<file path="src/rtl/irq_prio_pkg.sv">
package irq_prio_pkg;

  // Byte offset of a source's entry in the vector table.
  function automatic logic [15:0] vec_offset_of(input logic [15:0] base,
                                                input int unsigned step,
                                                input int unsigned idx);
    return base + 16'(step * idx);
  endfunction

  // Strict "outranks" relation used for both arbitration and the level check.
  function automatic logic pri_beats(input logic [7:0] cand,
                                     input logic [7:0] ref_pri);
    return cand > ref_pri;
  endfunction

endpackage

</file>
<file path="src/rtl/irq_src_gate.sv">
module irq_src_gate #(
  parameter int NSRC = 8,
  parameter int NSW  = 5,
  parameter int PRIW = 4,
  localparam int NHW = NSRC - NSW
) (
  input  logic [NSW-1:0]       sw_flag,
  input  logic [NHW-1:0]       hw_flag,
  input  logic [NSRC-1:0]      src_enable,
  input  logic [NSRC-1:0]      src_mask,
  input  logic [NSRC*PRIW-1:0] pri_flat,
  output logic [NSRC-1:0]      active
);

  logic [NSRC-1:0] flag_eff;

  for (genvar i = 0; i < NSRC; i++) begin : g_src
    if (i < NSW) begin : g_sw
      assign flag_eff[i] = sw_flag[i];
    end else begin : g_hw
      assign flag_eff[i] = hw_flag[i-NSW];
    end
    // Level-based gating: enable/mask edges act exactly like flag edges.
    assign active[i] = flag_eff[i] && src_enable[i] && !src_mask[i]
                       && (pri_flat[i*PRIW +: PRIW] != '0);
  end

endmodule

</file>
<file path="src/rtl/irq_arbiter.sv">
module irq_arbiter
  import irq_prio_pkg::*;
#(
  parameter int NSRC = 8,
  parameter int PRIW = 4,
  localparam int IDXW = (NSRC > 1) ? $clog2(NSRC) : 1
) (
  input  logic [NSRC-1:0]      active,
  input  logic [NSRC*PRIW-1:0] pri_flat,
  input  logic [PRIW-1:0]      cur_pri,
  output logic                 win_valid,
  output logic [IDXW-1:0]      win_idx,
  output logic [PRIW-1:0]      win_pri
);

  always_comb begin
    win_pri = '0;
    win_idx = '0;
    // Ascending scan with a strict compare keeps the lowest index on ties.
    for (int i = 0; i < NSRC; i++) begin
      if (active[i] && pri_beats(8'(pri_flat[i*PRIW +: PRIW]), 8'(win_pri))) begin
        win_pri = pri_flat[i*PRIW +: PRIW];
        win_idx = IDXW'(i);
      end
    end
    win_valid = pri_beats(8'(win_pri), 8'(cur_pri));
  end

endmodule

</file>
<file path="src/rtl/irq_vec_hold.sv">
module irq_vec_hold #(
  parameter int NSRC = 8,
  parameter int PRIW = 4,
  localparam int IDXW = (NSRC > 1) ? $clog2(NSRC) : 1
) (
  input  logic            clk,
  input  logic            rst_n,
  input  logic            win_valid,
  input  logic [IDXW-1:0] win_idx,
  input  logic [PRIW-1:0] win_pri,
  input  logic            irq_ack,
  output logic            hold_valid,
  output logic [IDXW-1:0] hold_idx,
  output logic [PRIW-1:0] hold_pri,
  output logic            ack_fire,
  output logic            capture
);

  assign ack_fire = irq_ack && hold_valid;
  assign capture  = win_valid && !hold_valid;

  always_ff @(posedge clk or negedge rst_n) begin
    if (!rst_n) begin
      hold_valid <= 1'b0;
      hold_idx   <= '0;
      hold_pri   <= '0;
    end else if (ack_fire) begin
      hold_valid <= 1'b0;
    end else if (capture) begin
      hold_valid <= 1'b1;
      hold_idx   <= win_idx;
      hold_pri   <= win_pri;
    end
  end

  AST_REQ_HOLDS: assert property (@(posedge clk) disable iff (!rst_n)
    hold_valid && !irq_ack |=> hold_valid);
  AST_VEC_STABLE: assert property (@(posedge clk) disable iff (!rst_n)
    hold_valid && !irq_ack |=> $stable(hold_idx) && $stable(hold_pri));
  AST_HELD_NONZERO: assert property (@(posedge clk) disable iff (!rst_n)
    hold_valid |-> hold_pri != '0);
  AST_ACK_DROPS_REQ: assert property (@(posedge clk) disable iff (!rst_n)
    ack_fire |=> !hold_valid);

endmodule

</file>
<file path="src/rtl/irq_pri_regs.sv">
module irq_pri_regs #(
  parameter int NSRC = 8,
  parameter int NSW  = 5,
  parameter int PRIW = 4,
  parameter int AW   = 4,
  parameter int DW   = 5
) (
  input  logic                 clk,
  input  logic                 rst_n,
  input  logic                 wr_en,
  input  logic [AW-1:0]        wr_addr,
  input  logic [DW-1:0]        wr_data,
  input  logic                 ack_fire,
  input  logic                 irq_eoi,
  input  logic [PRIW-1:0]      hold_pri,
  output logic [NSRC*PRIW-1:0] pri_flat,
  output logic [PRIW-1:0]      cur_pri,
  output logic [NSW-1:0]       sw_flag
);

  localparam logic [AW-1:0] A_CUR = AW'(NSRC);
  localparam logic [AW-1:0] A_SET = AW'(NSRC + 1);
  localparam logic [AW-1:0] A_CLR = AW'(NSRC + 2);

  logic [PRIW-1:0] save_q;
  logic            wr_cur, wr_set, wr_clr;

  assign wr_cur = wr_en && (wr_addr == A_CUR);
  assign wr_set = wr_en && (wr_addr == A_SET);
  assign wr_clr = wr_en && (wr_addr == A_CLR);

  for (genvar i = 0; i < NSRC; i++) begin : g_pri
    logic [PRIW-1:0] pri_q;
    always_ff @(posedge clk or negedge rst_n) begin
      if (!rst_n)                                  pri_q <= '0;
      else if (wr_en && (wr_addr == AW'(i)))       pri_q <= wr_data[PRIW-1:0];
    end
    assign pri_flat[i*PRIW +: PRIW] = pri_q;
  end

  always_ff @(posedge clk or negedge rst_n) begin
    if (!rst_n)       sw_flag <= '0;
    else if (wr_set)  sw_flag <= sw_flag | wr_data[NSW-1:0];
    else if (wr_clr)  sw_flag <= sw_flag & ~wr_data[NSW-1:0];
  end

  // Acknowledge outranks end-of-interrupt, which outranks a register write.
  always_ff @(posedge clk or negedge rst_n) begin
    if (!rst_n) begin
      cur_pri <= '0;
      save_q  <= '0;
    end else if (ack_fire) begin
      save_q  <= cur_pri;
      cur_pri <= hold_pri;
    end else if (irq_eoi) begin
      cur_pri <= save_q;
    end else if (wr_cur) begin
      cur_pri <= wr_data[PRIW-1:0];
    end
  end

  AST_ACK_LOADS_PRI: assert property (@(posedge clk) disable iff (!rst_n)
    ack_fire |=> cur_pri == $past(hold_pri));
  AST_EOI_RESTORE: assert property (@(posedge clk) disable iff (!rst_n)
    irq_eoi && !ack_fire |=> cur_pri == $past(save_q));
  AST_ACK_SAVES: assert property (@(posedge clk) disable iff (!rst_n)
    ack_fire |=> save_q == $past(cur_pri));

endmodule

</file>
<file path="src/rtl/irq_prio_ctrl.sv">
module irq_prio_ctrl
  import irq_prio_pkg::*;
#(
  parameter int          NSRC     = 8,
  parameter int          NSW      = 5,
  parameter int          PRIW     = 4,
  parameter logic [15:0] VEC_BASE = 16'h0800,
  parameter int          VEC_STEP = 4,
  localparam int IDXW = (NSRC > 1) ? $clog2(NSRC) : 1,
  localparam int NHW  = NSRC - NSW,
  localparam int AW   = $clog2(NSRC + 3),
  localparam int DW   = (NSW > PRIW) ? NSW : PRIW
) (
  input  logic            clk,
  input  logic            rst_n,
  input  logic [NHW-1:0]  hw_flag,
  input  logic [NSRC-1:0] src_enable,
  input  logic [NSRC-1:0] src_mask,
  input  logic            wr_en,
  input  logic [AW-1:0]   wr_addr,
  input  logic [DW-1:0]   wr_data,
  input  logic            irq_ack,
  input  logic            irq_eoi,
  output logic            irq_req,
  output logic [IDXW-1:0] vec_index,
  output logic [15:0]     vec_offset,
  output logic [PRIW-1:0] cur_pri
);

  logic [NSRC*PRIW-1:0] pri_flat;
  logic [NSW-1:0]       sw_flag;
  logic [NSRC-1:0]      active;
  logic                 win_valid;
  logic [IDXW-1:0]      win_idx;
  logic [PRIW-1:0]      win_pri;
  logic                 hold_valid;
  logic [IDXW-1:0]      hold_idx;
  logic [PRIW-1:0]      hold_pri;
  logic                 ack_fire;
  logic                 capture;

  irq_pri_regs #(.NSRC(NSRC), .NSW(NSW), .PRIW(PRIW), .AW(AW), .DW(DW)) u_regs (
    .clk(clk), .rst_n(rst_n), .wr_en(wr_en), .wr_addr(wr_addr), .wr_data(wr_data),
    .ack_fire(ack_fire), .irq_eoi(irq_eoi), .hold_pri(hold_pri),
    .pri_flat(pri_flat), .cur_pri(cur_pri), .sw_flag(sw_flag)
  );

  irq_src_gate #(.NSRC(NSRC), .NSW(NSW), .PRIW(PRIW)) u_gate (
    .sw_flag(sw_flag), .hw_flag(hw_flag), .src_enable(src_enable),
    .src_mask(src_mask), .pri_flat(pri_flat), .active(active)
  );

  irq_arbiter #(.NSRC(NSRC), .PRIW(PRIW)) u_arb (
    .active(active), .pri_flat(pri_flat), .cur_pri(cur_pri),
    .win_valid(win_valid), .win_idx(win_idx), .win_pri(win_pri)
  );

  irq_vec_hold #(.NSRC(NSRC), .PRIW(PRIW)) u_hold (
    .clk(clk), .rst_n(rst_n), .win_valid(win_valid), .win_idx(win_idx),
    .win_pri(win_pri), .irq_ack(irq_ack), .hold_valid(hold_valid),
    .hold_idx(hold_idx), .hold_pri(hold_pri), .ack_fire(ack_fire),
    .capture(capture)
  );

  assign irq_req    = hold_valid;
  assign vec_index  = hold_idx;
  assign vec_offset = vec_offset_of(VEC_BASE, VEC_STEP, int'(hold_idx));

  AST_WIN_ACTIVE: assert property (@(posedge clk) disable iff (!rst_n)
    win_valid |-> active[win_idx]);
  AST_CAPTURE_RAISES: assert property (@(posedge clk) disable iff (!rst_n)
    capture |=> irq_req && vec_index == $past(win_idx));
  AST_NO_IDLE_REQ: assert property (@(posedge clk) disable iff (!rst_n)
    !irq_req && !win_valid |=> !irq_req);

endmodule

</file>
<file path="config.mk">
export PLATFORM = sky130hd
export DESIGN_NAME = irq_prio_ctrl
export DESIGN_NICKNAME = d
export VERILOG_FILES = /design/src/rtl/irq_prio_pkg.sv /design/src/rtl/irq_src_gate.sv /design/src/rtl/irq_arbiter.sv /design/src/rtl/irq_vec_hold.sv /design/src/rtl/irq_pri_regs.sv /design/src/rtl/irq_prio_ctrl.sv
export SDC_FILE = /design/constraint.sdc
export NUM_CORES = 1
export LEC_CHECK = 0
export BUFFER_PORTS_ARGS = -buffer_cell sky130_fd_sc_hd__buf_2
export CORE_MARGIN = 2
export CORE_UTILIZATION = 25
export CTS_CLUSTER_DIAMETER = 200
export DETAILED_ROUTE_END_ITERATION = 7
export GPL_TIMING_DRIVEN = 0
export PLACE_DENSITY_LB_ADDON = 0.08
export SLEW_MARGIN = 20
export SYNTH_ARGS = -nofsm -noshare
export SYNTH_HDL_FRONTEND = slang
export SYNTH_SLANG_ARGS = --single-unit
</file>
<file path="constraint.sdc">
create_clock -name clk -period 17.1 [get_ports clk]
set_clock_uncertainty 0.15 [all_clocks]
set_input_delay 0.855 -clock clk [delete_from_list [all_inputs] [get_ports clk]]
set_output_delay 0.855 -clock clk [all_outputs]
set_load 0.02 [all_outputs]
</file>
== After elaboration in Yosys (flattened, before gate mapping) ==
Cells that the tools add are included.
Operators by class
  add/sub/neg operators: 1
  magnitude comparators: 9
  equality and inequality tests: 10
  muxes and demuxes: 22
  bitwise logic cells: 4
  reduce and logical (&&, ||, !) cells: 67
Operators with widths (count)
  $logic_and 1x1->1: 45
  $mux 4: 11
  $gt 4x4->1: 8
  $reduce_bool 4->1: 8
  $eq 4x3->1 const B: 4
  $add 12x5->13 const A: 1
  $eq 4x4->1 const B: 3
  $mux 3: 4
  $mux 5: 2
  $logic_not 1->1: 9
  $eq 4x2->1 const B: 2
  $and 5x5->5: 1
  $not 5->5: 1
  $or 5x5->5: 1
  $eq 4x1->1 const B: 1
  $gt 4x1->1 const B: 1
  $logic_not 4->1: 1
  $mux 2: 2
  $reduce_bool 2->1: 2
  $mux 1: 3
  $reduce_bool 3->1: 1
  $reduce_and 2->1: 1
  $not 1->1: 1
Storage, ports and cells
  flip-flop bits (word level): 53
  output and inout bits: 24

== Longest topological paths before layout ==
  word-level depth: 30
  mapped depth: 74
  gate-level depth less buffers: 73

== By module ==
A second synthesis with hierarchy kept.
Second synthesis, totals
  cells, all modules: 444
  area total of the unflattened synthesis: 4251.6 um^2
Modules (own cells, without submodules)
  irq_pri_regs: times used 1, cells each 150, area each 1944.4 um^2
  irq_arbiter: times used 1, cells each 232, area each 1714.1 um^2
  irq_vec_hold: times used 1, cells each 20, area each 345.3 um^2
  irq_prio_ctrl: times used 1, cells each 18, area each 127.6 um^2
  irq_src_gate: times used 1, cells each 24, area each 120.1 um^2

== Worst setup path after synthesis ==
No wires, ideal clock.
  kind: input to register
  from: input src_enable[0]
  to: register u_hold.hold_pri[2]
  data arrival time: 13274 ps
  data required time: 16824 ps
  setup slack: 3550 ps
  cell stages on the path: 68
  buffers on the path: 3
  cells stage by stage: nand2_1 nor2_1 and2_0 inv_1 ha_1 nand4_1 nand4b_1 a211oi_2 buf_6 nand2_1 o21ai_0 inv_1 ha_1 a21o_1 a2111o_1 o211a_1 o21ai_1 a21oi_2 [... 32 more ...] a31oi_4 o221a_1 o21bai_1 ha_1 nor2b_1 o21ai_0 nand2b_1 a21oi_1 nor3_1 inv_1 mux2_2 ha_1 a21o_1 a221oi_1 a211oi_1 clkbuf_1 and3_1 a221o_1
Between the ends
  longest elaborated chain between the ends: 29
RTL lines
  start, declared: line irq_prio_ctrl.sv:17  | input logic [NSRC-1:0] src_enable,
  $logic_and 1x1->1 (*) (2 in series): line irq_src_gate.sv:24  | assign active[i] = flag_eff[i] && src_enable[i] && !src_mask[i]
  $logic_and 1x1->1 (*): line irq_src_gate.sv:25  | && (pri_flat[i*PRIW +: PRIW] != '0);
  $logic_and 1x1->1 (*): line irq_arbiter.sv:21  | if (active[i] && pri_beats(8'(pri_flat[i*PRIW +: PRIW]), 8'(win_pri))) begin
  $mux 4 (*): line irq_arbiter.sv:21
  $gt 4x4->1: line irq_prio_pkg.sv:13  | return cand > ref_pri;
  $logic_and 1x1->1: line irq_arbiter.sv:21
  $mux 4 (*): line irq_arbiter.sv:21
  $gt 4x4->1: line irq_prio_pkg.sv:13
  [... 13 more ...]
  $mux 4 (*): line irq_arbiter.sv:21
  $gt 4x4->1: line irq_prio_pkg.sv:13
  $logic_and 1x1->1: line irq_arbiter.sv:21
  $mux 4 (*): line irq_arbiter.sv:21
  via u_arb.win_pri[2]: line irq_arbiter.sv:13  | output logic [PRIW-1:0] win_pri
  $gt 4x4->1: line irq_prio_pkg.sv:13
  $logic_and 1x1->1: line irq_vec_hold.sv:20  | assign capture = win_valid && !hold_valid;
  $reduce_and 2->1 (no source line)
  end signal, assigned: line irq_vec_hold.sv:32  | hold_pri <= win_pri;
  end, declared: line irq_vec_hold.sv:14  | output logic [PRIW-1:0] hold_pri,
The timed path passes the listed nets; every way through them passes the cells marked *.
A chain may end at the register's enable or synchronous reset.

== Worst setup path after layout ==
Ends and elaborated chain as after synthesis.

==> metrics <==
status=complete, no violations; most common library cells after synthesis=dfrtp_1, nand2_1, o21ai_0; setup TNS=0 ps; Worst slew margin=0.476; Area contributors post-synth=dfrtp_1, mux2_2, ha_1, nand2_1, o21ai_0; mux cell area share after synthesis=0.119; Final HPWL DP=9470 um; Fmax=~0.064 GHz; ANT nets after route=0; drt wl/cell=between 15 and 20 um; number of flops mapped to enable cells by yosys=0; CTS Hold Bufs=0; top cell type's share of synthesized area=0.319; FP Rows=47; initial antenna violation count=0; vias=approximately 3.5k; CTS Buf Count=5; nets=~580; Worst Hold Class=reg -> reg; Area growth, synth to finish=17.6%; PortBufs=42; CTS tree=built; largest net degree at the start of global routing=between 50 and 60; cell mode on critical path=ha_1; initial core utilization=0.254; Distinct cells, synth=75; vias in the first global route=3,495; Final Hold Violating Endpoints=0; initial DRC count=approximately 140; worst skew pair latency=just under 300 ps; Power Total=just over 700 uW; DRC=0; Critical Path Fanout Max=10; max incr delay on CP=around 480 ps; Synth Area in Simple Gates=0.164; largest family of logic cells by synthesized area=compound AO/OA/AOI/OAI gates; Synth Area in XOR/XNOR=0.00211; critical path class=in -> reg; LEAKAGE=between 0.002 and 0.0025 uW; crit path capture type=register; sequential-to-total area share from yosys stat=0.319; remaining global-route overflow=0; ant diodes=0; unrepaired setup endpoints after global routing=no; num ports=57; die width=between 100 and 150 um; Post-synth ARST share=1.00; WHS=roughly 340 ps; CTS root buffer=clkbuf_16; Critical Path RT=17,130 ps; Max-cap violations=0; Reg clk slew, reported paths=about 70 ps; GRT Overall Usage=0.137; first-pass GRT wire length=19,100 um; min Tclk post-route=between 15,000 and 20,000 ps; most common cell in the synthesized netlist=dfrtp_1; die area=0.0177 mm^2; WP data arrival=roughly 16,000 ps; PD cells=approximately 150 mW/mm^2; H-Tree Depth=2; Longest Clk Path Bufs=2; worst slew pin tran=just under 800 ps; YS warnings=0; syn_area_per_cell=around 9.0 um^2; startpoint types=input pin; Synth Area in Compound Gates=0.236; Post-Synth Adder-Cell Area=0.0836; fin crit share=0.912; clk sink count=53; Final Max Slew Viols=0; die height=133 um; Peak VDD IR=about 0.056 mV; Core Box Area=approximately 0.016 mm^2; Via density=between 4 and 5; final setup violation count=0; leading area contributor after synthesis=dfrtp_1; slowest CP cell=o31ai_2; Post-Syn Area=roughly 0.0042 mm^2; layout cell share with drive strength beyond 1=0.251; # fillers=between 1.5k and 2k; post-synthesis cell count=between 400 and 500; Post-Route WL=roughly 12,000 um; #FFs+latches synth=53; GP Congestion=~0.75; ys flop type=dfrtp_1; DR pass1 iterations=4
## registers in the layout, indices dropped and copies added (netlist names), named ones only
name,cells
u_hold.hold_valid,1
u_regs.cur_pri,4
u_regs.save_q,4
u_regs.g_pri.pri_q,32
u_hold.hold_pri,4
u_hold.hold_idx,3
## cells in the final DEF, fill, tap and decap left out, types with 3 or more instances in the layout
cell       synthesis  layout
a211oi_2           3       3
a21o_1             8       8
a31oi_1            8       8
ha_1              27      27
a21oi_1           18      18
clkbuf_1          13      13
nand3_1            5       5
dfrtp_1           53      53
inv_1             34      34
nor3_1            10       9
and2_1             6       6
nor2_1            32      31
a21oi_2            3       3
and3_1             6       6
o211ai_1           3       3
nand3b_1           5       5
buf_4             16      17
o21bai_1           3       3
o21ai_1            6       6
mux2i_1            9       9
nor3b_1            3       3
conb_1             2      13
nand2_1           50      50
o31ai_1            7       6
buf_2              0      41
o21ai_0           36      36
clkbuf_16          0       5
mux2_2            32      32
## cell type report
| cell class | count | area (um^2) | share of cell area |
|---|---|---|---|
| buffer | 31 | 184 | 0.0376 |
| timing repair buffer | 42 | 213 | 0.0435 |
| inverter | 34 | 128 | 0.0261 |
| clock inverter | 3 | 65.1 | 0.0133 |
| multi-input combinational | 357 | 2580 | 0.527 |
| sequential | 53 | 1330 | 0.271 |
| tap | 220 | 275 | 0.0563 |
| clock buffer | 5 | 125 | 0.0256 |
## report_power, final
part | internal (uW) | switching [uW]
registers | 163 | 34.0
logic | 162 | 234
clock network | 83.7 | 48.1
## worst max-delay path, delay by kind of cell
kind,cells,cell delay [ps]
AND/OR/NAND/NOR,18,2890
buffers and inverters,11,1390
AO/OA/AOI/OAI,29,6880
adder cells (fa/ha/maj),8,2400
multiplexers,3,1170
## path summary, 6_finish.rpt
kind                                 endpoint              from  depth (start not counted)  slack, ps
setup reg to reg           u_hold.hold_pri[2]          register                         68       1720
max in group asynchronous  u_hold.hold_pri[3]             rst_n                          1      15880
hold / removal               u_regs.save_q[2]  u_regs.save_q[2]                          2        340
setup / recovery           u_hold.hold_pri[2]     src_enable[0]                         69       1500
hold reg to reg              u_regs.save_q[2]  u_regs.save_q[2]                          2        340
min in group asynchronous    u_regs.save_q[1]             rst_n                          1        460
## timing repair
item,CTS,global route
gates resized for setup,0,3
buffers inserted,0,0
setup endpoints to repair,0,7
## cells by family (layout without fill, tap and decap cells)
group	after synthesis	after routing
muxes	44	44
DFF	53	53
and+or+nand+nor	137	137
adders and majority gates	28	28
other	2	13
AOI/OAI and AO/OA	134	134
buffers and inverters	65	115
xor gates and xnor gates	1	1
## routing by layer
| layer | global-route usage | wire length [um] | share of wire |
|---|---|---|---|
| met5 | 0 | 0 | 0 |
| met4 | 0.0341 | 132 | 0.011 |
| met3 | 0.0161 | 339 | 0.029 |
| met2 | 0.233 | 5610 | 0.47 |
| met1 | 0.186 | 5810 | 0.49 |
## through the flow
step / util / instances / cell area, um^2 / worst slack, ps
finish: 0.298 / 745 / 4890 / 1500
floorplan: - / 475 / 4200 / 3550
CTS: 0.297 / 745 / 4880 / 853
global placement: 0.286 / 737 / 4690 / 684
detailed placement: 0.286 / 737 / 4690 / 567
global route: 0.298 / 745 / 4890 / 58.5
Note: power is estimated with default switching activity, not from simulation.
